File: src/rtl/cfgdma_pkg.sv
package cfgdma_pkg;

   localparam int PTR_W  = 64;
   localparam int WORD_W = 32;
   localparam int LANES  = WORD_W / 8;
   localparam int LANE_W = $clog2(LANES);

   localparam int CTL_READ = 1;
   localparam int CTL_SKIP = 2;

   typedef enum logic [2:0] {
      ST_IDLE,
      ST_FETCH,
      ST_DISPATCH,
      ST_COPY,
      ST_WBACK
   } eng_state_t;

   function automatic logic [WORD_W-1:0] swap32(input logic [WORD_W-1:0] w);
      return {w[7:0], w[15:8], w[23:16], w[31:24]};
   endfunction

endpackage

File: src/rtl/cfgdma_ptr_reg.sv
module cfgdma_ptr_reg
   import cfgdma_pkg::*;
(
   input  logic              clk,
   input  logic              rst_n,
   input  logic              wr_en,
   input  logic              wr_hi,
   input  logic              wr_swap,
   input  logic [WORD_W-1:0] wr_data,
   input  logic              lock,
   input  logic              clear,
   output logic [PTR_W-1:0]  ptr,
   output logic              go
);

   localparam int HALVES = PTR_W / WORD_W;

   if (HALVES != 2) begin : g_bad_width
      $error("pointer must be exactly two words wide");
   end

   logic [WORD_W-1:0] half_val;

   assign half_val = wr_swap ? swap32(wr_data) : wr_data;

   always_ff @(posedge clk or negedge rst_n) begin
      if (!rst_n) begin
         ptr <= '0;
         go  <= 1'b0;
      end else begin
         go <= 1'b0;
         if (clear) begin
            ptr <= '0;
         end else if (wr_en && !lock) begin
            if (wr_hi) begin
               ptr[PTR_W-1:WORD_W] <= half_val;
            end else begin
               ptr[WORD_W-1:0] <= half_val;
               go              <= 1'b1;
            end
         end
      end
   end

endmodule

File: src/rtl/cfgdma_cfg_store.sv
module cfgdma_cfg_store #(
   parameter int SEL_W     = 4,
   parameter int OFF_W     = 32,
   parameter int ITEM_BASE = 8,
   parameter int ITEM_STEP = 4
) (
   input  logic             clk,
   input  logic             rst_n,
   input  logic             sel_wr,
   input  logic [SEL_W-1:0] sel_data,
   input  logic             adv,
   input  logic             skip_en,
   input  logic [OFF_W-1:0] skip_len,
   output logic [OFF_W-1:0] offset,
   output logic [OFF_W-1:0] item_len,
   output logic [7:0]       cur_byte,
   output logic             in_range
);

   localparam int BYTE_MUL = 37;
   localparam int OFF_MUL  = 3;

   if (ITEM_BASE < 1) begin : g_bad_base
      $error("ITEM_BASE must be at least one byte");
   end
   if (SEL_W < 1 || SEL_W > 16) begin : g_bad_sel
      $error("SEL_W out of range");
   end

   logic [SEL_W-1:0] sel_q;

   if (ITEM_STEP == 0) begin : g_fixed_len
      assign item_len = OFF_W'(ITEM_BASE);
   end else begin : g_scaled_len
      assign item_len = OFF_W'(ITEM_BASE) + OFF_W'(ITEM_STEP) * OFF_W'(sel_q);
   end

   assign in_range = offset < item_len;
   assign cur_byte = 8'(8'(sel_q) * 8'(BYTE_MUL) + 8'(offset) * 8'(OFF_MUL) + 8'd1);

   always_ff @(posedge clk or negedge rst_n) begin
      if (!rst_n) begin
         sel_q  <= '0;
         offset <= '0;
      end else if (sel_wr) begin
         sel_q  <= sel_data;
         offset <= '0;
      end else if (skip_en) begin
         offset <= offset + skip_len;
      end else if (adv) begin
         offset <= offset + 1'b1;
      end
   end

   AST_SEL_NOT_WITH_MOVE: assert property (@(posedge clk) disable iff (!rst_n)
      sel_wr |-> !adv && !skip_en);

endmodule

File: src/rtl/cfgdma_engine_fsm.sv
module cfgdma_engine_fsm
   import cfgdma_pkg::*;
#(
   parameter int OFF_W = 32
) (
   input  logic              clk,
   input  logic              rst_n,
   input  logic              go,
   input  logic [PTR_W-1:0]  ptr,
   input  logic              in_range,
   input  logic [7:0]        cur_byte,
   output logic              adv,
   output logic              skip_en,
   output logic [OFF_W-1:0]  skip_len,
   output logic              done,
   output logic              busy,
   output logic              mem_req,
   output logic              mem_we,
   output logic [PTR_W-1:0]  mem_addr,
   output logic [WORD_W-1:0] mem_wdata,
   output logic [LANES-1:0]  mem_be,
   input  logic              mem_ack,
   input  logic [WORD_W-1:0] mem_rdata,
   input  logic              mem_err
);

   if (OFF_W < WORD_W) begin : g_bad_off
      $error("OFF_W must hold a full descriptor length");
   end

   eng_state_t        state;
   logic [PTR_W-1:0]  base_q;
   logic [PTR_W-1:0]  tgt_q;
   logic [WORD_W-1:0] len_q;
   logic [1:0]        widx;
   logic              op_rd_q;
   logic              op_sk_q;
   logic              err_q;
   logic [WORD_W-1:0] copy_word;
   logic [WORD_W-1:0] fetched;
   logic              op_read;
   logic              op_skip;

   for (genvar l = 0; l < LANES; l++) begin : g_lane
      assign copy_word[8*l +: 8] = cur_byte;
   end

   assign fetched  = swap32(mem_rdata);
   assign op_read  = op_rd_q && !op_sk_q;
   assign op_skip  = op_sk_q && !op_rd_q;
   assign skip_len = OFF_W'(len_q);
   assign busy     = state != ST_IDLE;

   always_comb begin
      mem_req   = 1'b0;
      mem_we    = 1'b0;
      mem_addr  = base_q;
      mem_be    = '1;
      mem_wdata = swap32({{(WORD_W-1){1'b0}}, err_q});
      adv       = 1'b0;
      skip_en   = 1'b0;
      done      = 1'b0;
      case (state)
         ST_FETCH: begin
            mem_req  = 1'b1;
            mem_addr = base_q + PTR_W'({widx, 2'b00});
         end
         ST_DISPATCH: skip_en = op_skip;
         ST_COPY: begin
            if (in_range) begin
               mem_req   = 1'b1;
               mem_we    = 1'b1;
               mem_addr  = tgt_q;
               mem_be    = LANES'(1) << tgt_q[LANE_W-1:0];
               mem_wdata = copy_word;
               adv       = mem_ack && !mem_err;
            end
         end
         ST_WBACK: begin
            mem_req = 1'b1;
            mem_we  = 1'b1;
            done    = mem_ack;
         end
         default: ;
      endcase
   end

   always_ff @(posedge clk or negedge rst_n) begin
      if (!rst_n) begin
         state   <= ST_IDLE;
         base_q  <= '0;
         tgt_q   <= '0;
         len_q   <= '0;
         widx    <= '0;
         op_rd_q <= 1'b0;
         op_sk_q <= 1'b0;
         err_q   <= 1'b0;
      end else begin
         case (state)
            ST_IDLE: begin
               if (go) begin
                  base_q <= ptr;
                  widx   <= '0;
                  err_q  <= 1'b0;
                  state  <= ST_FETCH;
               end
            end
            ST_FETCH: begin
               if (mem_ack) begin
                  if (mem_err) begin
                     err_q <= 1'b1;
                     state <= ST_WBACK;
                  end else begin
                     case (widx)
                        2'd0: begin
                           op_rd_q <= fetched[CTL_READ];
                           op_sk_q <= fetched[CTL_SKIP];
                        end
                        2'd1:    len_q                <= fetched;
                        2'd2:    tgt_q[PTR_W-1:WORD_W] <= fetched;
                        default: tgt_q[WORD_W-1:0]     <= fetched;
                     endcase
                     widx <= widx + 2'd1;
                     if (widx == 2'd3) state <= ST_DISPATCH;
                  end
               end
            end
            ST_DISPATCH: begin
               state <= (op_read && len_q != '0) ? ST_COPY : ST_WBACK;
            end
            ST_COPY: begin
               if (!in_range) begin
                  err_q <= 1'b1;
                  state <= ST_WBACK;
               end else if (mem_ack) begin
                  if (mem_err) begin
                     err_q <= 1'b1;
                     state <= ST_WBACK;
                  end else begin
                     tgt_q <= tgt_q + 1'b1;
                     len_q <= len_q - 1'b1;
                     if (len_q == 1) state <= ST_WBACK;
                  end
               end
            end
            ST_WBACK: begin
               if (mem_ack) state <= ST_IDLE;
            end
            default: state <= ST_IDLE;
         endcase
      end
   end

   AST_REQ_HOLD: assert property (@(posedge clk) disable iff (!rst_n)
      mem_req && !mem_ack |=> mem_req && $stable(mem_addr) && $stable(mem_we));

   AST_COPY_ONE_LANE: assert property (@(posedge clk) disable iff (!rst_n)
      mem_req && mem_we && state == ST_COPY |-> $countones(mem_be) == 1 && mem_be[mem_addr[LANE_W-1:0]]);

   AST_STATUS_FORM: assert property (@(posedge clk) disable iff (!rst_n)
      mem_req && mem_we && state == ST_WBACK |-> mem_addr == base_q && mem_be == '1
         && (mem_wdata == '0 || mem_wdata == 32'h0100_0000));

   AST_DONE_GOES_IDLE: assert property (@(posedge clk) disable iff (!rst_n)
      done |=> !busy);

endmodule

File: src/rtl/cfgdma_engine.sv
module cfgdma_engine
   import cfgdma_pkg::*;
#(
   parameter int SEL_W     = 4,
   parameter int OFF_W     = 32,
   parameter int ITEM_BASE = 8,
   parameter int ITEM_STEP = 4
) (
   input  logic              clk,
   input  logic              rst_n,
   input  logic              reg_wr_en,
   input  logic              reg_wr_hi,
   input  logic              reg_wr_swap,
   input  logic [31:0]       reg_wr_data,
   output logic [63:0]       reg_ptr,
   input  logic              sel_wr_en,
   input  logic [SEL_W-1:0]  sel_wr_data,
   output logic [31:0]       feature_bits,
   output logic              busy,
   output logic              mem_req,
   output logic              mem_we,
   output logic [63:0]       mem_addr,
   output logic [31:0]       mem_wdata,
   output logic [3:0]        mem_be,
   input  logic              mem_ack,
   input  logic [31:0]       mem_rdata,
   input  logic              mem_err
);

   localparam logic [31:0] FEATURES = 32'h0000_0002;

   logic             go;
   logic             done;
   logic             fsm_busy;
   logic             adv;
   logic             skip_en;
   logic [OFF_W-1:0] skip_len;
   logic [OFF_W-1:0] offset;
   logic [OFF_W-1:0] item_len;
   logic [7:0]       cur_byte;
   logic             in_range;

   assign busy         = fsm_busy | go;
   assign feature_bits = FEATURES;

   cfgdma_ptr_reg i_ptr (
      .clk     (clk),
      .rst_n   (rst_n),
      .wr_en   (reg_wr_en),
      .wr_hi   (reg_wr_hi),
      .wr_swap (reg_wr_swap),
      .wr_data (reg_wr_data),
      .lock    (busy),
      .clear   (done),
      .ptr     (reg_ptr),
      .go      (go)
   );

   cfgdma_cfg_store #(
      .SEL_W     (SEL_W),
      .OFF_W     (OFF_W),
      .ITEM_BASE (ITEM_BASE),
      .ITEM_STEP (ITEM_STEP)
   ) i_store (
      .clk      (clk),
      .rst_n    (rst_n),
      .sel_wr   (sel_wr_en && !busy),
      .sel_data (sel_wr_data),
      .adv      (adv),
      .skip_en  (skip_en),
      .skip_len (skip_len),
      .offset   (offset),
      .item_len (item_len),
      .cur_byte (cur_byte),
      .in_range (in_range)
   );

   cfgdma_engine_fsm #(
      .OFF_W (OFF_W)
   ) i_fsm (
      .clk       (clk),
      .rst_n     (rst_n),
      .go        (go),
      .ptr       (reg_ptr),
      .in_range  (in_range),
      .cur_byte  (cur_byte),
      .adv       (adv),
      .skip_en   (skip_en),
      .skip_len  (skip_len),
      .done      (done),
      .busy      (fsm_busy),
      .mem_req   (mem_req),
      .mem_we    (mem_we),
      .mem_addr  (mem_addr),
      .mem_wdata (mem_wdata),
      .mem_be    (mem_be),
      .mem_ack   (mem_ack),
      .mem_rdata (mem_rdata),
      .mem_err   (mem_err)
   );

   AST_PTR_CLEARED: assert property (@(posedge clk) disable iff (!rst_n)
      done |=> reg_ptr == '0);

   AST_COPY_IN_RANGE: assert property (@(posedge clk) disable iff (!rst_n)
      mem_req && mem_we && mem_be != 4'hF |-> offset < item_len);

   AST_GO_STARTS_FETCH: assert property (@(posedge clk) disable iff (!rst_n)
      go |=> mem_req && !mem_we && mem_addr == reg_ptr);

endmodule

File: config.mk
export PLATFORM = sky130hd
export DESIGN_NAME = cfgdma_engine
export DESIGN_NICKNAME = d
export VERILOG_FILES = /design/src/rtl/cfgdma_pkg.sv /design/src/rtl/cfgdma_ptr_reg.sv /design/src/rtl/cfgdma_cfg_store.sv /design/src/rtl/cfgdma_engine_fsm.sv /design/src/rtl/cfgdma_engine.sv
export SDC_FILE = /design/constraint.sdc
export NUM_CORES = 1
export LEC_CHECK = 0
export BUFFER_PORTS_ARGS = -buffer_cell sky130_fd_sc_hd__buf_2
export CELL_PAD_IN_SITES_DETAIL_PLACEMENT = 2
export CELL_PAD_IN_SITES_GLOBAL_PLACEMENT = 2
export CORE_UTILIZATION = 32
export DETAILED_ROUTE_END_ITERATION = 10
export PLACE_DENSITY_LB_ADDON = 0.1
export SETUP_SLACK_MARGIN = 0.02
export SLEW_MARGIN = 20
export SYNTH_ARGS = -nofsm -noshare
export SYNTH_HDL_FRONTEND = slang
export SYNTH_SLANG_ARGS = --single-unit
File: constraint.sdc
create_clock -name clk -period 3.75 [get_ports clk]
set_clock_uncertainty 0.05 [all_clocks]
set_input_delay 0.5625 -clock clk [delete_from_list [all_inputs] [get_ports clk]]
set_output_delay 0.5625 -clock clk [all_outputs]
set_load 0.02 [all_outputs]
==> results.py, run 1 <==
metrics = {
    "route": {
        "drt_iter0_drc": 921,
        "postRouteAntennaNets": 0,
        "dr.pass1.iters": 4,
        "route.detailed.drc": 0,
        "vias": 18400,
        "avgViaCountPerCell": 5.70,
        "wl_per_cell_um": 26.3,
        "wl_um": 84600,
    },
    "timing": {
        "drv_slew": 0,
        "rsz0062_at_grt": "true",
        "clock.fmax_mhz": 221,
        "setup_tns_ns": -39.06,
        "setup_ws_ns": -0.777,
        "period_minus_slack_ns": 4.53,
        "relSlewSlack": 0.354,
        "fin_crit_sh": 1.21,
        "worst_pin_slew_ns": 0.969,
        "hold_viol": 0,
        "whs_ns": 0.163,
        "setup_viol": 100,
    },
    "clock_network": {
        "cts.clk_slew.worst_paths_ns": 0.06,
        "cts_made_buffers": 36,
        "clk_latency_ns": 0.57,
        "htreeDepth": 2,
        "cts_root_buf": "clkbuf_16",
        "clock_path_buffers": 3,
        "cts_tree": "done",
        "cts.sinks": 269,
    },
    "logic_synthesis": {
        "seq_area_frac_synth": 0.372,
        "syn_area_mm2": 0.0181,
        "synth_edf_count": 0,
        "yosys.area.top_type": "dfrtp_1",
        "yosysTopAreaCellShare": 0.372,
        "synth_top_flop_cell": "dfrtp_1",
        "syn_area_per_cell_um2": 8.52,
        "ys_types": 86,
        "yosys_warnings": 0,
        "synth.ff_latch_count": 269,
        "synth_area_leaders": "dfrtp_1 (37%), nand2_1 (5.2%), a21oi_1 (5.0%)",
        "async_flop_share": 1.00,
        "postSynthCellCount": 2122,
    },
    "critical_path": {
        "worstPathArrival_ns": 3.91,
        "crit_fanout": 4,
        "worstSetupStartpoint": "i_store.sel_q[3]",
        "endpoint": "mem_wdata[15]",
        "worst_r2r_endpoint": "i_store.offset[31]",
        "cp.depth": 13,
        "cp-end-kind": "output port",
        "critPathMaxStageDelay_ns": 0.52,
        "r2r-start": "i_fsm.state[1]",
        "critPathTopFamily": "adder cells",
        "cp_slowest_cell": "fa_1",
        "path_cells": "fa_1 > fa_1 > inv_1 > fa_1 > inv_2 > ha_4 > a21o_1 > a21o_1 > a21o_1 > a21oi_2 > xnor2_2 > nor2_4 > buf_4",
        "rrSetupSlack_ns": 0.10,
        "worstSetupStartpointType": "flop",
        "crit_required_ns": 3.14,
        "crit_type": "reg -> out",
        "reg2regPathDepth": 17,
        "path_buf_inv": 3,
    },
    "floorplan": {
        "initial_utilization": 0.326,
        "ioPinCount": 275,
        "die_y_um": 240,
        "fp.coreArea_mm2": 0.0554,
        "dieWidth_um": 240,
        "rows": 86,
        "die_area_mm2": 0.0574,
    },
    "global_route": {
        "grt_usage": 0.292,
        "gr-total-overflow": 0,
        "grt_pass1_wl_um": 126000,
        "antenna_found_initial": 1,
        "grt_max_degree": 108,
        "grt_pass1_vias": 19700,
    },
    "place": {
        "gp_congestion": 0.885,
        "io_buffers": 242,
        "dpl.hpwl_um": 62100,
    },
    "power": {
        "p_leak_nw": 10.5,
        "ir_worst_vdd_mv": 0.470,
        "powerDensity_mw_per_mm2": 761,
        "totalPowerFinal_mw": 18.2,
    },
    "run_status": {
        "failed_checks": "setup timing",
        "status": "finished, violations left",
    },
    "final_layout": {
        "n_antenna_cell": 0,
        "nNetsFinal": 2598,
        "drive_gt1_frac": 0.294,
        "syn2layout_area_growth_pct": 32.3,
    },
    "worst_hold_path": {
        "worstHoldPathType": "in -> reg",
    },
    "job": {
        "cap_violations": 0,
    },
}
-- final cells by class --
| class | instances | area (um^2) |
|---|---|---|
| Tap cell | 748 | 936 |
| Timing Repair Buffer | 442 | 3610 |
| Sequential cell | 269 | 6730 |
| Fill cell | 6078 | 31500 |
| Multi-Input combinational cell | 1644 | 11200 |
| Clock inverter | 13 | 223 |
| Inverter | 53 | 199 |
| Clock buffer | 49 | 1040 |
-- logic make-up (layout without fill, tap and decap cells) --
logic type	Yosys count	in the layout	synth area share
AND/OR/NAND/NOR	777	778	0.206
XOR/XNOR	36	36	0.0174
adder cells (fa/ha/maj)	76	76	0.0572
flip-flops	269	269	0.372
buffers and inverters	240	557	0.0645
multiplexers	99	99	0.0593
other	2	32	0.000416
AO/OA/AOI/OAI	623	623	0.223
-- worst min path at each step --
stage | to | cells after the start | from
final | i_store.sel_q[1] | 3 | sel_wr_data[1]
after global routing | i_store.sel_q[1] | 3 | sel_wr_data[1]
after CTS | i_store.sel_q[1] | 3 | sel_wr_data[1]
after detailed placement | i_fsm.base_q[0] | 1 | i_fsm.base_q[0]
after global placement | i_fsm.base_q[0] | 1 | i_fsm.base_q[0]
after floorplan | i_fsm.base_q[0] | 0 | rst_n
-- power breakdown --
part | total, mW | internal (mW) | switching [mW]
Sequential | 6.13 | 4.13 | 2.00
Clock | 3.78 | 2.35 | 1.43
Combinational | 8.28 | 3.36 | 4.92
Total | 18.2 | 9.84 | 8.35
-- repair_timing --
item,in CTS,in global routing
gates resized for setup,270,104
gates cloned,7,1
pin swaps,48,46
endpoints found under the hold margin,48,0
hold buffers,1,0
setup endpoints to repair,104,120
buffers inserted,19,13
-- cell usage in the layout (no fill, tap or decap), types with 36 or more instances in the layout --
cell type  count
buf_6         65
nand2_1      221
buf_2        145
nand3_1       96
dfrtp_1      268
nor3_1        42
a211oi_1      37
inv_1         50
a21oi_1      167
o21ai_0       96
buf_4        200
clkbuf_16     38
o31ai_1       36
nor2_1       177
ha_1          48
mux2_2        62
-- cell usage after synthesis, types with 11 or more instances --
| cell type | instances |
|---|---|
| o21ai_0 | 116 |
| nand2_1 | 249 |
| clkbuf_1 | 99 |
| and4_1 | 11 |
| and2_1 | 42 |
| and3_1 | 30 |
| o211ai_1 | 33 |
| nand2b_1 | 11 |
| fa_1 | 11 |
| mux2i_1 | 35 |
| nor2_1 | 185 |
| o22ai_1 | 19 |
| a21oi_1 | 179 |
| nor3_1 | 46 |
| mux2_2 | 62 |
| o22a_1 | 29 |
| nand4_1 | 35 |
| o31ai_1 | 38 |
| buf_4 | 59 |
| nand3_1 | 100 |
| buf_2 | 17 |
| a211oi_1 | 39 |
| xnor2_1 | 24 |
| a21o_1 | 25 |
| inv_1 | 53 |
| a31oi_1 | 38 |
| o21ai_1 | 12 |
| ha_1 | 65 |
| dfrtp_1 | 269 |
| xor2_1 | 12 |
| nor4_1 | 18 |
-- metrics by stage --
stage | setup WS (ns) | cell area, um^2 | instances | util
after floorplan | -0.149 | 18300 | 2152 | -
after global placement | -0.129 | 20800 | 3118 | 0.376
after detailed placement | -0.211 | 20800 | 3118 | 0.376
final | -0.777 | 23900 | 3218 | 0.431
after global routing | -0.906 | 23900 | 3218 | 0.431
after CTS | -0.765 | 23300 | 3205 | 0.421
-- per-layer routing --
| layer | GRT usage | routed length (um) |
|---|---|---|
| met5 | 0 | 0 |
| met1 | 0.383 | 37600 |
| met3 | 0.0300 | 2650 |
| met2 | 0.502 | 41900 |
| met4 | 0.0903 | 2510 |
-- registers in the layout (all words and copies together) (netlist names) --
register and cells:
i_ptr.go 1, i_fsm.state 3, i_fsm.err_q 1, i_fsm.widx 2
i_fsm.skip_len 32, i_fsm.op_sk_q 1, i_store.sel_q 4, i_store.offset 32
i_fsm.tgt_q 64, i_fsm.base_q 64, i_fsm.op_rd_q 1, i_ptr.ptr 64
-- worst min-delay path, delay by kind of cell --
kind	cells	cell delay, ns
compound gates	1	0.06
buf+inv	1	0.08
simple gates	1	0.03
No activity file was read; power rests on OpenSTA's default activity.
==> inputs of run 2 (changes only) <==
--- a/config.mk
+++ b/config.mk
@@ -6,9 +6,9 @@
 export NUM_CORES = 1
 export LEC_CHECK = 0
 export BUFFER_PORTS_ARGS = -buffer_cell sky130_fd_sc_hd__buf_2
-export CELL_PAD_IN_SITES_DETAIL_PLACEMENT = 2
-export CELL_PAD_IN_SITES_GLOBAL_PLACEMENT = 2
-export CORE_UTILIZATION = 32
+export CELL_PAD_IN_SITES_DETAIL_PLACEMENT = 0
+export CELL_PAD_IN_SITES_GLOBAL_PLACEMENT = 1
+export CORE_UTILIZATION = 40
 export DETAILED_ROUTE_END_ITERATION = 10
 export PLACE_DENSITY_LB_ADDON = 0.1
 export SETUP_SLACK_MARGIN = 0.02
==> results.py, run 2 (synthesis results as in run 1) <==
metrics = {
    "power": {
        "p_leak_nw": 10.9,
        "totalPowerFinal_mw": 17.7,
        "powerDensity_mw_per_mm2": 729,
        "switching_share": 0.452,
        "share_comb_of_total_power": 0.459,
        "power_switching_mw": 7.99,
        "ir_worst_vdd_mv": 0.539,
        "p_seq_frac": 0.344,
        "internal_power_mw": 9.70,
        "p_clk_frac": 0.196,
    },
    "final_layout": {
        "reg_top3": "i_fsm.base_q: 64 flops, i_fsm.tgt_q: 64 flops, i_ptr.ptr: 64 flops",
        "nNetsFinal": 2593,
        "final_util": 0.546,
        "syn2layout_area_growth_pct": 34.2,
        "layout_common_cells": "dfrtp_1 (267), nand2_1 (200), nor2_1 (173)",
        "n_antenna_cell": 0,
        "final_cells": 3059,
        "final_common_cell": "dfrtp_1",
        "fin_area_mm2": 0.0243,
        "drive_gt1_frac": 0.310,
    },
    "route": {
        "route.detailed.drc": 0,
        "vias": 17800,
        "avgViaCountPerCell": 5.83,
        "wl_per_cell_um": 23.1,
        "wl_um": 70500,
        "dr.pass1.iters": 6,
        "drt_iter0_drc": 1375,
        "postRouteAntennaNets": 0,
    },
    "timing": {
        "hold_viol": 2,
        "worst_pin_slew_ns": 1.02,
        "drv_slew": 0,
        "setup_viol": 98,
        "rsz0062_at_grt": "true",
        "clock.fmax_mhz": 224,
        "setup_ws_ns": -0.716,
        "relSlewSlack": 0.318,
        "fin_crit_sh": 1.19,
        "whs_ns": -0.00557,
        "period_minus_slack_ns": 4.47,
    },
    "floorplan": {
        "fp.coreArea_mm2": 0.0444,
        "ioPinCount": 275,
        "initial_utilization": 0.407,
        "die_area_mm2": 0.0460,
        "rows": 77,
        "die_y_um": 215,
        "dieWidth_um": 215,
    },
    "global_route": {
        "antenna_found_initial": 0,
        "grt_pass1_vias": 17000,
        "gr-total-overflow": 0,
        "grt_usage": 0.299,
        "grt_max_degree": 153,
        "grt_pass1_wl_um": 106000,
    },
    "critical_path": {
        "r2r-start": "i_fsm.state[1]",
        "crit_required_ns": 3.14,
        "crit_fanout": 4,
        "reg2regPathDepth": 16,
        "path_buf_inv": 3,
        "cp_slowest_cell": "fa_1",
        "worst_r2r_endpoint": "i_store.offset[31]",
        "rrSetupSlack_ns": 0.11,
        "worstPathArrival_ns": 3.85,
        "worstSetupStartpointType": "flop",
        "path_cells": "fa_1 > fa_1 > inv_1 > fa_1 > inv_2 > ha_4 > a21o_1 > a21o_1 > a21o_1 > a21oi_2 > xnor2_2 > nor2_4 > buf_4",
        "crit_type": "reg -> out",
        "cp-end-kind": "output port",
        "critPathMaxStageDelay_ns": 0.49,
        "critPathTopFamily": "adder cells",
    },
    "worst_hold_path": {
        "worstHoldPathType": "in -> async",
    },
    "clock_network": {
        "cts_root_buf": "clkbuf_16",
        "cts_tree": "done",
        "cts_hold_buf": 0,
        "cts.clk_slew.worst_paths_ns": 0.06,
        "cts_made_buffers": 35,
        "cts.sinks": 269,
        "htreeDepth": 2,
        "clk_latency_ns": 0.56,
        "clock_path_buffers": 3,
    },
    "place": {
        "placed_area_mm2": 0.0205,
        "dpl.hpwl_um": 50600,
        "gp_congestion": 0.912,
        "io_buffers": 242,
        "place_inst": 2932,
    },
    "run_status": {
        "status": "finished, violations left",
        "failed_checks": "hold timing, setup timing",
    },
    "job": {
        "cap_violations": 0,
    },
}
run 2: repair_timing:
action / CTS / global route
resized for setup: 318 / 206
setup endpoints to repair: 103 / 115
cloned: 10 / 2
pin swaps: 52 / 79
setup buffers: 32 / 35
run 2: power groups by stage:
stage	sequential (mW)	combinational, mW	clock [mW]
2_1_floorplan	5.56	4.21	0
4_1_cts	5.97	7.77	3.53
6_report	6.09	8.13	3.47
5_1_grt	6.26	8.77	3.63
3_5_place_dp	5.94	6.93	0
3_3_place_gp	5.93	6.86	0
run 2: metal layers:
layer / track usage / share of wire
met1: 0.414 / 0.44
met2: 0.472 / 0.46
met3: 0.0461 / 0.062
met4: 0.104 / 0.031
met5: 0 / 0
run 2: layout make-up:
class                   instances  area (um^2)
well taps                     592          741
inverters                      53          199
clock buffers                  52         1010
multi-input cells            1643        11600
fillers                      4020        20200
repair buffers                439         3850
flip-flops and latches        269         6730
clock inverters                11          151
run 2: worst max-delay path by stage:
stage | start | end | slack [ns] | depth (start not counted)
2_1_floorplan | i_store.offset[2] | mem_wdata[15] | -0.15 | 13
3_3_place_gp | i_store.offset[2] | mem_wdata[15] | -0.1 | 13
6_report | i_store.sel_q[3] | mem_wdata[31] | -0.72 | 13
3_5_place_dp | i_store.offset[2] | mem_wdata[31] | -0.1 | 13
5_1_grt | i_store.offset[2] | mem_wdata[31] | -0.82 | 13
4_1_cts | i_store.offset[2] | mem_wdata[31] | -0.69 | 13
run 2: worst reg2reg max path: cells and delay by family (launching register included):
| family | cells | cell delay (ns) |
|---|---|---|
| AO/OA/AOI/OAI | 6 | 1.39 |
| adder cells (fa/ha/maj) | 1 | 0.25 |
| buffers and inverters | 3 | 0.37 |
| flip-flops | 1 | 0.42 |
| AND/OR/NAND/NOR | 6 | 1.05 |
run 2: per-stage QoR:
stage          worst slack, ns  TNS [ns]
2_1_floorplan           -0.149    -0.680
3_3_place_gp           -0.0957    -0.379
3_5_place_dp           -0.0986    -0.412
4_1_cts                 -0.693    -46.08
5_1_grt                 -0.819    -40.92
6_report                -0.716    -29.59
